File: config.mk
export PLATFORM = sky130hd
export DESIGN_NAME = mode_mul
export DESIGN_NICKNAME = d
export VERILOG_FILES = /design/src/rtl/mode_mul_pkg.sv /design/src/rtl/mode_mul_ext.sv /design/src/rtl/mode_mul_core.sv /design/src/rtl/mode_mul.sv
export SDC_FILE = /design/constraint.sdc
export NUM_CORES = 1
export LEC_CHECK = 0
export ABC_CLOCK_PERIOD_IN_PS = 8500
export BUFFER_PORTS_ARGS = -buffer_cell sky130_fd_sc_hd__buf_2
export CAP_MARGIN = 15
export CORE_AREA = 2 2 218 220
export DETAILED_ROUTE_END_ITERATION = 8
export DIE_AREA = 0 0 220 222
export PLACE_DENSITY_LB_ADDON = 0.25
export RECOVER_POWER = 100
export SLEW_MARGIN = 5
export SYNTH_ARGS = -nofsm -noshare
export SYNTH_HDL_FRONTEND = slang
export SYNTH_SLANG_ARGS = --single-unit
File: constraint.sdc
create_clock -name clk -period 8.5 [get_ports clk]
set_clock_uncertainty 0.2 [all_clocks]
set_input_delay 0.85 -clock clk [delete_from_list [all_inputs] [get_ports clk]]
set_output_delay 0.85 -clock clk [all_outputs]
set_load 0.01 [all_outputs]
File: src/rtl/mode_mul_pkg.sv
package mode_mul_pkg;
   typedef enum logic {MR_SIGNED = 1'b0, MR_UNSIGNED = 1'b1} mr_mode_e;
endpackage

File: src/rtl/mode_mul_ext.sv
module mode_mul_ext #(
   parameter int W = 16,
   parameter bit FORCE_SIGNED = 1'b0
) (
   input  logic [W-1:0] val,
   input  logic         uns,
   output logic [W:0]   ext
);
   generate
      if (FORCE_SIGNED) begin : g_sx
         assign ext = {val[W-1], val};
      end else begin : g_mode
         assign ext = {(uns ? 1'b0 : val[W-1]), val};
      end
   endgenerate
endmodule

File: src/rtl/mode_mul_core.sv
module mode_mul_core #(
   parameter int W = 16,
   localparam int EW = W + 1,
   localparam int PW = 2 * EW
) (
   input  logic [EW-1:0] a,
   input  logic [EW-1:0] b,
   output logic [2*W-1:0] prod
);
   logic signed [PW-1:0] full;
   always_comb full = $signed(a) * $signed(b);
   assign prod = full[2*W-1:0];
endmodule

File: src/rtl/mode_mul.sv
module mode_mul #(
   parameter int W = 16
) (
   input  logic         clk,
   input  logic         rst,
   input  logic         start,
   input  logic         uns_mode,
   input  logic [15:0]  mr_in,
   input  logic [15:0]  mcand_in,
   output logic [15:0]  acc_lo,
   output logic [15:0]  prod_hi,
   output logic         done
);
   import mode_mul_pkg::*;
   initial begin
      if (W != 16) $error("mode_mul: W must be 16 to match port widths");
   end

   mr_mode_e  mode;
   logic [W:0] mr_x, mc_x;
   logic [2*W-1:0] prod;

   assign mode = mr_mode_e'(uns_mode);

   mode_mul_ext #(.W(W), .FORCE_SIGNED(1'b0)) u_mr_ext (
      .val(mr_in), .uns(mode == MR_UNSIGNED), .ext(mr_x));
   mode_mul_ext #(.W(W), .FORCE_SIGNED(1'b1)) u_mc_ext (
      .val(mcand_in), .uns(1'b0), .ext(mc_x));
   mode_mul_core #(.W(W)) u_core (.a(mr_x), .b(mc_x), .prod(prod));

   always_ff @(posedge clk) begin
      if (rst) begin
         acc_lo  <= '0;
         prod_hi <= '0;
         done    <= 1'b0;
      end else begin
         done <= start;
         if (start) begin
            acc_lo  <= prod[W-1:0];
            prod_hi <= prod[2*W-1:W];
         end
      end
   end
endmodule

Word level (Yosys, flattened, before mapping)
Index checks and enable logic that the tools add are counted.
- $mul: 1
- muxes and demuxes: 1
- operators with widths (cell ; number):
    multiplier 17 x 16 -> 32 bit ; 1
    2-to-1 mux 1 bit ; 1
- output and inout bits: 33
- logic and storage cells: 5
- input bits: 36
- register bits: 33

Logic depth before layout (Yosys ltp)
- word-level depth: 2
- gate-level depth with buffers: 26
- gate-level depth less buffers: 24

By module
From an unflattened synthesis, not the netlist that was laid out.
- cells, all modules: 1299
- area total of the unflattened synthesis: 12032.8 um2
- by module, submodules not included (module ; instances ; cells each ; sequential area each (um2) ; area each (um2)):
    mode_mul_core ; 1 ; 1158 ; 0.0 ; 10565.1
    mode_mul ; 1 ; 107 ; 660.6 ; 1206.2
    mode_mul_ext (u_mr_ext) ; 1 ; 17 ; 0.0 ; 133.9
    mode_mul_ext (u_mc_ext) ; 1 ; 17 ; 0.0 ; 127.6

Least setup slack after synthesis
Ideal clock, no wire load.
- path kind: input to register
- from: in uns_mode
- to: reg prod_hi[15]
- data arrival time: 6.718 ns
- library setup time: 0.074 ns
- buffers on the path: 1
- path slack: 1.508 ns
- cell stages on the path: 21
- required time: 8.226 ns
- cells stage by stage: and2b_1 clkbuf_1 nand2_1 fa_1 fa_1 inv_1 fa_1 fa_1 fa_1 inv_1 fa_1 inv_1 ha_1 nand2_1 nor2_1 a211oi_1 o211ai_1 o2111ai_2 a311oi_2 or3_1 a31oi_1
- word-level cells in the longest chain between the ends: 2
- ends and longest elaborated chain (what ; RTL line ; text):
    start: declaration ; mode_mul.sv:7 ; input logic uns_mode,
    2-to-1 mux 1 bit ; mode_mul_ext.sv:13 ; assign ext = {(uns ? 1'b0 : val[W-1]), val};
    multiplier 17 x 16 -> 32 bit ; mode_mul_core.sv:11 ; always_comb full = $signed(a) * $signed(b);
    end signal: assignment ; mode_mul.sv:40 ; prod_hi <= prod[2*W-1:W];
    end: declaration ; mode_mul.sv:11 ; output logic [15:0] prod_hi,
No other way between the ends.
A chain may end at the register's enable or synchronous reset.

Final worst setup path
- from: in mr_in[15]
- to: reg prod_hi[15]
- word-level cells in the longest chain between the ends: 2
- ends and longest elaborated chain (what ; RTL line ; text):
    start: declaration ; mode_mul.sv:8 ; input logic [15:0] mr_in,
    2-to-1 mux 1 bit ; mode_mul_ext.sv:13 ;
    multiplier 17 x 16 -> 32 bit (*) ; mode_mul_core.sv:11 ;
Every way passes the cells marked *; elsewhere a longest branch is shown, timed or not.

==> flow_summary_export.csv <==
group,metric,value,unit
clock_tree,clk_pin_slew_worst_paths,60,ps
worst_hold_path,min_path_cells,2,
synth,ys_warn_count,0,
placement,dp_cells,1899,
die,coreArea,46260,um^2
critical_path,r2r_setup_slack,7350,ps
critical_path,critical_path_arrival,7740,ps
synth,synth_top_area_cell,"fa_1",
global_route,grt_pass1_vias,8802,
die,ioPinCount,69,
synth,post-synth-top-count-cell,"inv_1",
clock_tree,post_cts_buffers,0,
sta,setup_tns,0,ps
worst_hold_path,worstHoldStart,"prod_hi[11]",
layout,antennaDiodeCount,0,
clock_tree,clock_sinks,33,
clock_tree,clkLatencyLatePin,280,ps
global_route,grt_max_degree,54,
synth,ys_ff_latch,33,
die,die_height,222,um
synth,synthCells,1274,
critical_path,crit_type,"input port to flip-flop",
clock_tree,cts_root_buf,"clkbuf_16",
clock_tree,clk_path_buf_depth,2,
clock_tree,cts_buffers,5,
critical_path,rr_endpoint,"prod_hi[12]",
placement,gp_congestion,0.8267,
critical_path,worst_ep_required_time,8500,ps
sta,hold_viol,0,
sta,rsz0062_at_grt,"no",
detailed_routing,postRouteAntennaNets,0,
synth,synth_area,11510,um^2
global_route,overflow,0,
clock_tree,hold_buffers,0,
synth,synth_edf_count,0,
detailed_routing,drc,0,
layout,synthToLayoutAreaGrowth,8.629,%
global_route,grt_use_total,13.03,%
detailed_routing,drt_iter0_markers,393,
sta,setup_violations,0,
synth,async_flop_share,0,%
synth,synthTopCellsByCount,"inv_1 (317), fa_1 (270), nand2_1 (141), and2_1 (130), ha_1 (82)",
sta,slew_viol_final,54,
clock_tree,cts_tree,"yes",
critical_path,crit_fanout,17,
worst_hold_path,hold_class,"flip-flop to flip-flop",
critical_path,critical_path.startpoint_type,"input port",
sta,maxSlewHeadroom,-64.34,%
synth,synth_top_area_share,46.95,%
layout,final_cells,1907,
global_route,grt_pass1_wl,49540,um
critical_path,crit_path_end_kind,"flip-flop",
placement,dp_hpwl,25020,um
die,std_cell_rows,79,
synth,synth_area_leaders,"fa_1 (47%), inv_1 (10%), ha_1 (8.9%), and2_1 (7.1%), dfxtp_1 (5.7%)",
critical_path,r2r_cells,2,
global_route,grt_antenna_before_repair,0,
status,failed_checks,"max-capacitance violations, max-slew violations",
placement,io_buffers,68,
die,die_area,48840,um^2
status,status,"finished, violations left",
synth,ys_types,62,
sta,fin_crit,7731,ps
detailed_routing,dr.pass1.iters,4,
die,die_width,220,um
run,max_cap_violations,1,
synth,synth_area_per_cell,9.037,um^2
clock_tree,postCtsResizedCells,0,
detailed_routing,avgRoutedWirePerCell,16.07,um
detailed_routing,avgViaCountPerCell,4.329,
critical_path,r2r-start,"prod_hi[12]",
synth,yosysSeqAreaShare,5.738,%
sta,finalCritPeriodShare,90.96,%
detailed_routing,vias,8255,
layout,fillers,5036,
layout,nNetsFinal,1687,
sta,worst_pin_slew,2465,ps
worst_hold_path,hold_path_end,"prod_hi[11]",
synth,synth_flop_cell,"dfxtp_1",
clock_tree,htreeDepth,2,
detailed_routing,routed_wl,30640,um
sta,max_freq,0.1293,GHz
synth,syn-num-nets,1662,
layout,final_layout_size_suffix_gt1_share,4.154,%
die,start_util,24.89,%
state kept, by name (all words and copies together) (netlist names):
signal / flops
acc_lo: 16
done: 1
prod_hi: 16
critical path: stages:
cell and delay (ps):
buf_2 280, and2b_1 510, nand2_1 240, fa_1 700, fa_1 760, inv_1 190
fa_1 490, fa_1 530, fa_1 500, inv_1 50, fa_1 470, inv_1 40
ha_1 390, nand3_1 150, nor2_1 220, nand3_1 120, a211oi_2 250, o2111ai_1 220
a311oi_2 370, o2111ai_1 160, a31oi_1 250
how the worst max path moves through the flow:
| stage | endpoint | depth (start not counted) | startpoint |
|---|---|---|---|
| floorplan | prod_hi[15] | 21 | uns_mode |
| global placement | prod_hi[15] | 21 | mr_in[15] |
| detailed placement | prod_hi[15] | 21 | mr_in[15] |
| CTS | prod_hi[15] | 21 | mr_in[15] |
| global route | prod_hi[15] | 21 | mr_in[15] |
| finish | prod_hi[15] | 21 | mr_in[15] |
cells by family (layout without fill, tap and decap cells):
family / after synthesis / after routing / share of synthesized area [%]
AO/OA/AOI/OAI: 96 / 96 / 6.042
XOR/XNOR: 29 / 29 / 2.326
adder cells (fa/ha/maj): 352 / 352 / 55.86
buffers and inverters: 368 / 394 / 12.17
flip-flops: 33 / 33 / 5.738
multiplexers: 15 / 15 / 1.304
AND/OR/NAND/NOR: 381 / 381 / 16.56
metrics by stage:
| stage | util, % | setup slack, ps | cell area (um^2) | hold WS (ps) |
|---|---|---|---|---|
| after global placement | 26.83 | 871.4 | 12410 | 253.8 |
| after global routing | 27.04 | 227.1 | 12510 | 295.9 |
| after detailed placement | 26.83 | 570.8 | 12410 | 265.8 |
| final | 27.04 | 768.6 | 12510 | 272.2 |
| after floorplan | - | 1508 | 11510 | 289.7 |
| after CTS | 27.20 | 851.8 | 12580 | 274.2 |
placed cells by master (no fill, tap or decap), drive strengths merged, types with 4 or more instances in the layout:
master and n:
a211oi 8, a21o 8, a21oi 28, a31oi 5, and2 131, buf 32
clkbuf 42, dfxtp 33, fa 270, ha 82, inv 317, mux2i 15
nand2 141, nand2b 14, nand3 13, nand4 5, nor2 50, nor3 6
o21a 4, o21ai 11, o22ai 6, or3 4, xnor2 17, xor2 11
layout make-up:
type                    instances  area [um^2]  area share (%)
multi-input cells             873         9427           75.37
inverters                     317         1190           9.514
well taps                     607        759.5           6.072
flip-flops and latches         33        660.6           5.282
repair buffers                 69        299.0           2.391
clock buffers                   5        125.1           1.000
clock inverters                 3        46.29          0.3701
layer usage:
| metal | global-route usage (%) | wire length, um | up-vias |
|---|---|---|---|
| met5 | 0 | 0 | - |
| met3 | 1.221 | 991 | 5 |
| met1 | 18.15 | 13720 | 4318 |
| met2 | 22.87 | 15880 | 112 |
| li1 | - | - | 3820 |
| met4 | 0.5845 | 47 | 0 |
Power is left out: the tool's default activity adds up to more than one toggle a clock period on the data nets, which glitch-free logic cannot reach.
